<file path="src/rtl/lrm_pkg.sv">
package lrm_pkg;
   localparam int NCAUSE  = 9;
   localparam int CAUSE_W = 4;

   typedef enum logic [CAUSE_W-1:0] {
      CS_NONE      = 4'd0,
      CS_TS1       = 4'd1,
      CS_ACK_SEQ   = 4'd2,
      CS_CRD_SEQ   = 4'd3,
      CS_HDR_ORDER = 4'd4,
      CS_RXBUF     = 4'd5,
      CS_HDR_FAIL  = 4'd6,
      CS_ADV_ORDER = 4'd7,
      CS_ACK_TMO   = 4'd8,
      CS_CMD_TMO   = 4'd9
   } cause_e;
endpackage

</file>
<file path="src/rtl/lrm_seq_track.sv">
module lrm_seq_track #(
   parameter int SEQ_W = 2
) (
   input  logic             clk,
   input  logic             rst_n,
   input  logic             clr,
   input  logic             hold,
   input  logic             vld,
   input  logic [SEQ_W-1:0] seq,
   output logic             err
);
   if (SEQ_W < 1) begin : g_bad_w
      $error("lrm_seq_track: SEQ_W must be at least 1");
   end

   logic [SEQ_W-1:0] exp_q;

   assign err = vld && (seq != exp_q);

   always_ff @(posedge clk) begin
      if (!rst_n || clr)
         exp_q <= '0;
      else if (!hold && vld)
         exp_q <= exp_q + 1'b1;
   end


   wrap_step_chk: assert property (@(posedge clk) disable iff (!rst_n)
      (vld && !hold && !clr && (exp_q == {SEQ_W{1'b1}})) |=> (exp_q == '0));
endmodule

</file>
<file path="src/rtl/lrm_timer.sv">
module lrm_timer #(
   parameter int LIM = 150
) (
   input  logic clk,
   input  logic rst_n,
   input  logic clr,
   input  logic hold,
   input  logic run,
   input  logic restart,
   output logic expired
);
   localparam int CW = $clog2(LIM + 1);

   if (LIM < 2) begin : g_bad_lim
      $error("lrm_timer: LIM must be at least 2");
   end

   logic [CW-1:0] cnt_q;

   assign expired = run && !restart && (cnt_q == CW'(LIM));

   always_ff @(posedge clk) begin
      if (!rst_n || clr)
         cnt_q <= '0;
      else if (!hold) begin
         if (!run || restart)
            cnt_q <= '0;
         else if (cnt_q != CW'(LIM))
            cnt_q <= cnt_q + 1'b1;
      end
   end


   restart_quiet_chk: assert property (@(posedge clk) disable iff (!rst_n)
      (restart && !hold && !clr) |=> !expired);
endmodule

</file>
<file path="src/rtl/lrm_prio.sv">
module lrm_prio #(
   parameter int N  = 9,
   parameter int CW = 4
) (
   input  logic [N-1:0]  hits,
   output logic [CW-1:0] code
);
   if (N >= (1 << CW)) begin : g_bad_cw
      $error("lrm_prio: CW too narrow for N causes");
   end

   always_comb begin
      code = '0;
      for (int i = N - 1; i >= 0; i--) begin
         if (hits[i]) code = CW'(i + 1);
      end
   end
endmodule

</file>
<file path="src/rtl/link_recovery_monitor.sv">
module link_recovery_monitor #(
   parameter int SEQ_W       = 2,
   parameter int CLK_NS      = 20,
   parameter int ACK_TMO_NS  = 3000,
   parameter int CMD_TMO_NS  = 1000000,
   parameter int FAIL_LIM    = 3,
   parameter int OUT_W       = 3,
   parameter bit STRICT_ADV  = 1'b0
) (
   input  logic             clk,
   input  logic             rst_n,
   input  logic             link_up,
   input  logic             ts1_rx,
   input  logic             ack_vld,
   input  logic [SEQ_W-1:0] ack_seq,
   input  logic             crd_vld,
   input  logic [SEQ_W-1:0] crd_seq,
   input  logic             hdr_rx_vld,
   input  logic [SEQ_W-1:0] hdr_rx_seq,
   input  logic             hdr_rx_bad,
   input  logic             rxbuf_full,
   input  logic             hdr_tx,
   input  logic             lcmd_tx,
   input  logic             lcmd_resp,
   input  logic             adv_tx_done,
   input  logic             adv_rx_done,
   input  logic             lpm_rx,
   input  logic             rec_ack,
   output logic             rec_req,
   output logic [3:0]       rec_cause
);
   import lrm_pkg::*;

   localparam int ACK_LIM = ACK_TMO_NS / CLK_NS;
   localparam int CMD_LIM = CMD_TMO_NS / CLK_NS;
   localparam int FW      = $clog2(FAIL_LIM + 1);

   if (FAIL_LIM < 2) begin : g_bad_fail
      $error("link_recovery_monitor: FAIL_LIM must be at least 2");
   end
   if (CLK_NS < 1) begin : g_bad_clk
      $error("link_recovery_monitor: CLK_NS must be positive");
   end

   logic               req_q;
   logic [CAUSE_W-1:0] cause_q;
   logic               clr, hold;
   logic               ack_err, crd_err, hdr_err;
   logic               ack_exp, cmd_exp;
   logic [OUT_W-1:0]   out_q;
   logic               pend_q;
   logic               adv_tx_q, adv_rx_q;
   logic               tx_ok, rx_ok;
   logic [FW-1:0]      fail_q;
   logic [NCAUSE-1:0]  hits;
   logic [CAUSE_W-1:0] code;
   logic               hdr_good, hdr_fail, out_dec;

   assign clr      = rec_ack || !link_up;
   assign hold     = req_q;
   assign hdr_good = hdr_rx_vld && !hdr_rx_bad;
   assign hdr_fail = hdr_rx_vld && hdr_rx_bad;
   assign out_dec  = ack_vld && (out_q != '0);

   lrm_seq_track #(.SEQ_W(SEQ_W)) u_ack_seq (
      .clk(clk), .rst_n(rst_n), .clr(clr), .hold(hold),
      .vld(ack_vld), .seq(ack_seq), .err(ack_err));

   lrm_seq_track #(.SEQ_W(SEQ_W)) u_crd_seq (
      .clk(clk), .rst_n(rst_n), .clr(clr), .hold(hold),
      .vld(crd_vld), .seq(crd_seq), .err(crd_err));

   lrm_seq_track #(.SEQ_W(SEQ_W)) u_hdr_seq (
      .clk(clk), .rst_n(rst_n), .clr(clr), .hold(hold),
      .vld(hdr_good), .seq(hdr_rx_seq), .err(hdr_err));

   lrm_timer #(.LIM(ACK_LIM)) u_ack_tmr (
      .clk(clk), .rst_n(rst_n), .clr(clr), .hold(hold),
      .run(out_q != '0), .restart(ack_vld), .expired(ack_exp));

   lrm_timer #(.LIM(CMD_LIM)) u_cmd_tmr (
      .clk(clk), .rst_n(rst_n), .clr(clr), .hold(hold),
      .run(pend_q), .restart(lcmd_resp), .expired(cmd_exp));

   if (STRICT_ADV) begin : g_adv_strict
      assign tx_ok = adv_tx_q;
      assign rx_ok = adv_rx_q;
   end else begin : g_adv_lenient
      assign tx_ok = adv_tx_q || adv_tx_done;
      assign rx_ok = adv_rx_q || adv_rx_done;
   end

   always_ff @(posedge clk) begin
      if (!rst_n || clr) begin
         out_q    <= '0;
         pend_q   <= 1'b0;
         adv_tx_q <= 1'b0;
         adv_rx_q <= 1'b0;
         fail_q   <= '0;
      end else if (!hold) begin
         if (hdr_tx && !out_dec && (out_q != {OUT_W{1'b1}}))
            out_q <= out_q + 1'b1;
         else if (!hdr_tx && out_dec)
            out_q <= out_q - 1'b1;
         if (lcmd_tx)
            pend_q <= 1'b1;
         else if (lcmd_resp)
            pend_q <= 1'b0;
         if (adv_tx_done) adv_tx_q <= 1'b1;
         if (adv_rx_done) adv_rx_q <= 1'b1;
         if (hdr_good)
            fail_q <= '0;
         else if (hdr_fail && (fail_q != FW'(FAIL_LIM - 1)))
            fail_q <= fail_q + 1'b1;
      end
   end

   always_comb begin
      hits = '0;
      hits[CS_TS1 - 1]       = ts1_rx;
      hits[CS_ACK_SEQ - 1]   = ack_err;
      hits[CS_CRD_SEQ - 1]   = crd_err;
      hits[CS_HDR_ORDER - 1] = hdr_err;
      hits[CS_RXBUF - 1]     = hdr_rx_vld && rxbuf_full;
      hits[CS_HDR_FAIL - 1]  = hdr_fail && (fail_q == FW'(FAIL_LIM - 1));
      hits[CS_ADV_ORDER - 1] = (hdr_rx_vld && !tx_ok) || ((crd_vld || lpm_rx) && !rx_ok);
      hits[CS_ACK_TMO - 1]   = ack_exp;
      hits[CS_CMD_TMO - 1]   = cmd_exp;
   end

   lrm_prio #(.N(NCAUSE), .CW(CAUSE_W)) u_prio (.hits(hits), .code(code));

   always_ff @(posedge clk) begin
      if (!rst_n) begin
         req_q   <= 1'b0;
         cause_q <= CS_NONE;
      end else if (req_q) begin
         if (rec_ack) begin
            req_q   <= 1'b0;
            cause_q <= CS_NONE;
         end
      end else if (link_up && !rec_ack && (code != '0)) begin
         req_q   <= 1'b1;
         cause_q <= code;
      end
   end

   assign rec_req   = req_q;
   assign rec_cause = cause_q;


   req_hold_chk: assert property (@(posedge clk) disable iff (!rst_n)
      (rec_req && !rec_ack) |=> (rec_req && $stable(rec_cause)));


   ack_clear_chk: assert property (@(posedge clk) disable iff (!rst_n)
      rec_ack |=> (!rec_req && (rec_cause == 4'd0)));


   down_quiet_chk: assert property (@(posedge clk) disable iff (!rst_n)
      (!link_up && !rec_req) |=> !rec_req);


   ts1_first_chk: assert property (@(posedge clk) disable iff (!rst_n)
      (link_up && ts1_rx && !rec_req && !rec_ack) |=> (rec_req && (rec_cause == 4'd1)));


   code_pair_chk: assert property (@(posedge clk) disable iff (!rst_n)
      rec_req == (rec_cause != 4'd0));
endmodule

</file>
<file path="config.mk">
export PLATFORM = sky130hd
export DESIGN_NAME = link_recovery_monitor
export DESIGN_NICKNAME = d
export VERILOG_FILES = /design/src/rtl/lrm_pkg.sv /design/src/rtl/lrm_seq_track.sv /design/src/rtl/lrm_timer.sv /design/src/rtl/lrm_prio.sv /design/src/rtl/link_recovery_monitor.sv
export SDC_FILE = /design/constraint.sdc
export NUM_CORES = 1
export LEC_CHECK = 0
export ABC_AREA = 0
export ABC_CLOCK_PERIOD_IN_PS = 2800
export BUFFER_PORTS_ARGS = -buffer_cell sky130_fd_sc_hd__clkbuf_2
export CORE_UTILIZATION = 30
export DETAILED_ROUTE_END_ITERATION = 10
export PLACE_DENSITY = 0.46
export SLEW_MARGIN = 20
export SYNTH_ARGS = -nofsm -noshare
export SYNTH_HDL_FRONTEND = slang
export SYNTH_HIERARCHICAL = 1
export SYNTH_SLANG_ARGS = --single-unit
</file>
<file path="constraint.sdc">
create_clock -name clk -period 2.8 [get_ports clk]
set_input_delay 0.56 -clock clk [delete_from_list [all_inputs] [get_ports clk]]
set_output_delay 0.56 -clock clk [all_outputs]
set_load 0.01 [all_outputs]
</file>
### After elaboration in Yosys (flattened, before gate mapping)

Cells that the tools add are included.

* add/subtract/negate cells: 8
* equal/unequal tests: 11
* muxes and demuxes: 25
* bitwise operators: 1
* reductions and logical operators: 60

Operators with widths (count)
* 4-bit two-way mux: 12
* 16-bit two-way mux: 2
* 1-bit logical AND: 23
* 16-bit by 1-bit adder with 16-bit output, second input constant: 1
* 16-bit equality test, second input constant: 1
* 8-bit two-way mux: 2
* 16-bit inequality test, second input constant: 1
* 2-bit AND reduction: 8
* 1-bit zero test: 13
* 2-bit nonzero test: 6
* 2-bit by 1-bit adder with 2-bit output, second input constant: 4
* 8-bit by 1-bit adder with 8-bit output, second input constant: 1
* 8-bit equality test, second input constant: 1
* 1-bit logical OR: 8
* 8-bit inequality test, second input constant: 1
* 3-bit two-way mux: 2
* 2-bit inequality test: 3
* 1-bit two-way mux: 5
* 2-bit two-way mux: 2
* 2-bit inequality test, second input constant: 2
* 4-bit nonzero test: 1
* 3-bit by 1-bit adder with 3-bit output, second input constant: 1
* 3-bit inequality test, second input constant: 1
* 3-bit nonzero test: 1
* other kinds (3): 3

* bits in registers: 43
* output and inout bits: 5
* logic and storage cells: 117

### Depth between registers and ports, before layout

* word-level depth: 16
* gate-level depth with buffers: 12
* mapped depth without buffers: 12

### Modules after synthesis

The synthesis kept the hierarchy.

Modules (own cells, without submodules)
* lrm_timer (u_cmd_tmr): instances 1, cells each 136, area each 1056.0 um2, seq. area each 320.3 um2
* link_recovery_monitor: instances 1, cells each 86, area each 728.2 um2, seq. area each 260.2 um2
* lrm_timer (u_ack_tmr): instances 1, cells each 54, area each 446.7 um2, seq. area each 160.2 um2
* lrm_seq_track: instances 3, cells each 12, area each 111.4 um2, seq. area each 40.0 um2
* lrm_prio: instances 1, cells each 14, area each 91.3 um2, seq. area each 0.0 um2

### Least setup slack after synthesis

No wires, ideal clock.

* path type: register to register
* start point: reg u_cmd_tmr.cnt_q[0]
* end point: reg cause_q[2], in the netlist rec_cause[2]
* library setup time: 0.076 ns
* data arrival time: 2.425 ns
* required time: 2.724 ns
* setup slack: 0.299 ns
* cell stages (with the launch flop): 13
* path through: dfxtp_1 inv_1 ha_1 nand4b_1 or4b_1 nor3_1 nor3b_1 nor3_1 o31ai_1 nor4_1 nor3_1 nand2_1 a21boi_0

* longest elaborated chain between the ends: 15

RTL lines
* from (decl): RTL line lrm_timer.sv:18 `logic [CW-1:0] cnt_q;`
* from (signal assigned): RTL line lrm_timer.sv:29 `cnt_q <= cnt_q + 1'b1;`
* 16-bit equality test: RTL line lrm_timer.sv:20 `assign expired = run && !restart && (cnt_q == CW'(LIM));`
* 1-bit logical AND: RTL line lrm_timer.sv:20
* named net cmd_exp: RTL line link_recovery_monitor.sv:49 `logic ack_exp, cmd_exp;`
* 4-bit two-way mux (9 in a row): RTL line lrm_prio.sv:15 `if (hits[i]) code = CW'(i + 1);`
* named net code[0]: RTL line link_recovery_monitor.sv:56 `logic [CAUSE_W-1:0] code;`
* 4-bit nonzero test: RTL line link_recovery_monitor.sv:142 `end else if (link_up && !rec_ack && (code != '0)) begin`
* 1-bit logical AND: RTL line link_recovery_monitor.sv:142
* 2-bit nonzero test (no source line)
* 2-bit AND reduction (no source line)
* to (signal assigned): RTL line link_recovery_monitor.sv:144 `cause_q <= code;`
* to (decl): RTL line link_recovery_monitor.sv:46 `logic [CAUSE_W-1:0] cause_q;`

The timed path passes the listed nets, and every way through them passes these cells.
A chain may end at the register's enable or synchronous reset.

### Worst setup path after layout

* start point: reg u_cmd_tmr.cnt_q[1]
* end point: reg cause_q[1], in the netlist rec_cause[1]

Same word-level chain as after synthesis.

==> results.ini <==
[run_status]
status=finished clean

[routing]
avgViaCountPerCell=5.43
route.antenna.remaining_nets=0
number_of_drc_violations_after_detailed_routing_iteration_0=117
detailroute.via_count=2538
first_pass_iters=4
drt-wirelength-per-cell_um=14.3
drc=0
routed_wl_mm=6.69

[floorplan]
std_cell_rows=33
die_height_um=96.1
core_region_area_um2=8380
pin_count=27
die_w_um=96.1
die_area_um2=9230
start_util_pct=31.7

[logic_synthesis]
synth_enable_flop_cells=0
mappedNetlistArea_um2=2660
synth.ff_latch_count=43
avgSynthCellArea_um2=8.15
postSynth.asyncResetShare_pct=0
post-synth-top-count-cell=sky130_fd_sc_hd__dfxtp_1
synth_top_flop_cell=sky130_fd_sc_hd__dfxtp_1
leading_cell_types_by_total_area_after_synthesis=sky130_fd_sc_hd__dfxtp_1 (32%), sky130_fd_sc_hd__a21oi_1 (4.5%), sky130_fd_sc_hd__nand2_1 (3.8%)
yosysTopAreaCellShare_pct=32.4
yosys_warnings=6
syn_inst=326
synth_nets=354
portion_of_the_post_synthesis_area_used_by_sequential_elements_pct=32.4
synth_area_leader_cell=sky130_fd_sc_hd__dfxtp_1
synthTopCellsByCount=sky130_fd_sc_hd__dfxtp_1 (43), sky130_fd_sc_hd__nand2_1 (27), sky130_fd_sc_hd__nor2_1 (27)
synth.distinct_cells=68

[job]
cap_viol_max_count=0

[global_route]
grt_pass1_wl_mm=11.8
grt_usage_pct=16.1
globalRouteOverflowTotal=0
number_of_antenna_violations_at_the_first_check_in_global_routing=0
grt_pass1_vias=2447
largest_net_degree_at_the_start_of_global_routing=19

[sta]
worstMarginPinSlew_ns=0.707
final_hold_viol_count=0
finalHoldWorstSlack_ns=0.471
final-max-slew-violation-count=0
setup_total_negative_slack_ns=0
finalSetupViolCount=0
period_needed_ns=2.61
timing.slew.headroom_pct=52.8
ratio_of_final_minimum_period_to_clock_period_pct=93.3
final.setup_skew_ns=0.00372
fmax_mhz=383

[clocking]
cts_max_level=2
cts_buffers=5
ctsLongestPathBuffers=2
cts.hold.buffers_added=0
clock_latency_ns=0.29
tritoncts=done
clock_sink_total=43
path_clk_slew_ns=0.09
cts.root.buffer_cell=sky130_fd_sc_hd__clkbuf_8

[power_and_ir_drop]
cellLeakagePower_nw=1.10
pwr_density_cell_nw_per_um2=394
vdd_drop_max_uv=161

[final_layout]
diodes=0
final_cell_count_no_fill=467
layout-drive-gt1-share_pct=20.4
layout.nets=389
final_cell_area_um2=3110
final_core_utilization_pct=37.1
area_growth_syn_to_layout_pct=17.0

[worst_setup_path]
crit_chain=inv_2 -> ha_2 -> nand4b_1 -> or4b_4 -> nor3_4 -> nor3b_2 -> nor3_1 -> o31ai_2 -> nor4_2 -> nor3_1 -> buf_4 -> nand2_1 -> a21boi_1
path_class=flop to flop
worst_path_max_delay_cell=sky130_fd_sc_hd__or4b_4
critical_path.endpoint_type=flop
crit_arrival_ns=2.84
cp_max_fo=4
critical-path-max-stage-delay_ns=0.54
data_required_time_at_the_worst_endpoint_ns=3.03
crit_path_frequent_cell=sky130_fd_sc_hd__nor3_1
cp-start-kind=flop

[placed_design]
gp_congestion=0.784
dpl.cell_count=457
place.detailed.hpwl_mm=4.82
portBuffers=26
dpl-instance-area_um2=2960

[min_path]
hp-class=flop to flop

## cell usage in the layout (no fill, tap or decap), types with 3 or more instances in the layout
master / n
sky130_fd_sc_hd__dfxtp_1: 43
sky130_fd_sc_hd__or3_1: 5
sky130_fd_sc_hd__nand3_1: 10
sky130_fd_sc_hd__inv_1: 8
sky130_fd_sc_hd__a21o_1: 3
sky130_fd_sc_hd__o21ai_1: 6
sky130_fd_sc_hd__ha_1: 4
sky130_fd_sc_hd__a31oi_1: 7
sky130_fd_sc_hd__nand2_1: 27
sky130_fd_sc_hd__o21ai_0: 13
sky130_fd_sc_hd__o21a_1: 3
sky130_fd_sc_hd__nor3_1: 3
sky130_fd_sc_hd__clkbuf_2: 26
sky130_fd_sc_hd__and2b_1: 3
sky130_fd_sc_hd__nor4_2: 5
sky130_fd_sc_hd__nor2b_1: 4
sky130_fd_sc_hd__xor2_1: 3
sky130_fd_sc_hd__nand3b_1: 6
sky130_fd_sc_hd__and3_1: 8
sky130_fd_sc_hd__nand4_1: 9
sky130_fd_sc_hd__and4_1: 3
sky130_fd_sc_hd__a21boi_1: 7
sky130_fd_sc_hd__nor2_1: 27
sky130_fd_sc_hd__xnor2_1: 9
sky130_fd_sc_hd__nor4b_1: 3
sky130_fd_sc_hd__clkbuf_8: 7
sky130_fd_sc_hd__nand2b_1: 10
sky130_fd_sc_hd__buf_4: 16
sky130_fd_sc_hd__o311ai_1: 4
sky130_fd_sc_hd__nor4_1: 3
sky130_fd_sc_hd__a21oi_1: 24
sky130_fd_sc_hd__o211ai_1: 3
sky130_fd_sc_hd__nand4b_1: 3
## cell type report
class | count | area, um^2
repair buffers | 42 | 250
clock buffers | 8 | 100
inverters | 10 | 37.5
fillers | 896 | 5270
multi-input cells | 259 | 1730
flip-flops and latches | 43 | 861
well taps | 105 | 131
## stage by stage
stage,setup WS (ns),total power [W]
final,0.187,0.00123
after global placement,0.167,0.000786
after global routing,-0.0271,0.00129
after CTS,0.00581,0.00124
after floorplan,0.299,0.000729
after detailed placement,0.0311,0.000787
## worst paths after layout
path / start / endpoint / slack (ns) / cells after the start
min reg2reg: adv_tx_q / adv_tx_q / 0.47 / 2
max reg2reg: u_cmd_tmr/cnt_q[1] / rec_cause[1] / 0.19 / 13
min: adv_tx_q / adv_tx_q / 0.47 / 2
max: u_cmd_tmr/cnt_q[1] / rec_cause[1] / 0.19 / 13
## report_power, final
part | total (W) | switching (W) | internal, W
combinational | 0.000149 | 0.0000831 | 0.0000660
sequential | 0.000627 | 0.00000960 | 0.000618
clock | 0.000449 | 0.000223 | 0.000226
## metal layers
layer	share of wire [%]	vias to the layer above	global-route usage, %
met4	1.1	0	5.10
li1	-	1280	-
met1	49	1199	21.1
met5	0	-	0
met3	3.6	8	3.00
met2	47	51	26.5
## kinds of logic (layout without fill, tap and decap cells)
family | after synthesis | count (layout) | synth area share [%]
fa+ha+maj | 6 | 6 | 3.11
flops | 43 | 43 | 32.4
mux | 1 | 1 | 0.377
xor+xnor | 12 | 12 | 3.96
simple gates | 152 | 152 | 34.6
buf+inv | 24 | 60 | 3.82
compound gates | 88 | 88 | 21.7
## critical path, delay by kind of cell, from the launching register on
family	cells	cell delay [ns]
simple gates	8	1.40
compound gates	2	0.45
flops	1	0.33
fa+ha+maj	1	0.17
buf+inv	2	0.21
## flip-flops by register name, summed over array words and instances, names as in the netlist
signal and cells:
pend_q 1, rec_req 1, u_hdr_seq/exp_q 2, rec_cause 4, adv_tx_q 1, out_q 3, u_cmd_tmr/cnt_q 16, u_ack_tmr/cnt_q 8
adv_rx_q 1, u_crd_seq/exp_q 2, u_ack_seq/exp_q 2, fail_q 2
## timing repair
action                     4_1_cts  5_1_grt
resized for setup                0       14
setup endpoints to repair        0        4
setup buffers                    0        2
Note: power is estimated with default switching activity, not from simulation.
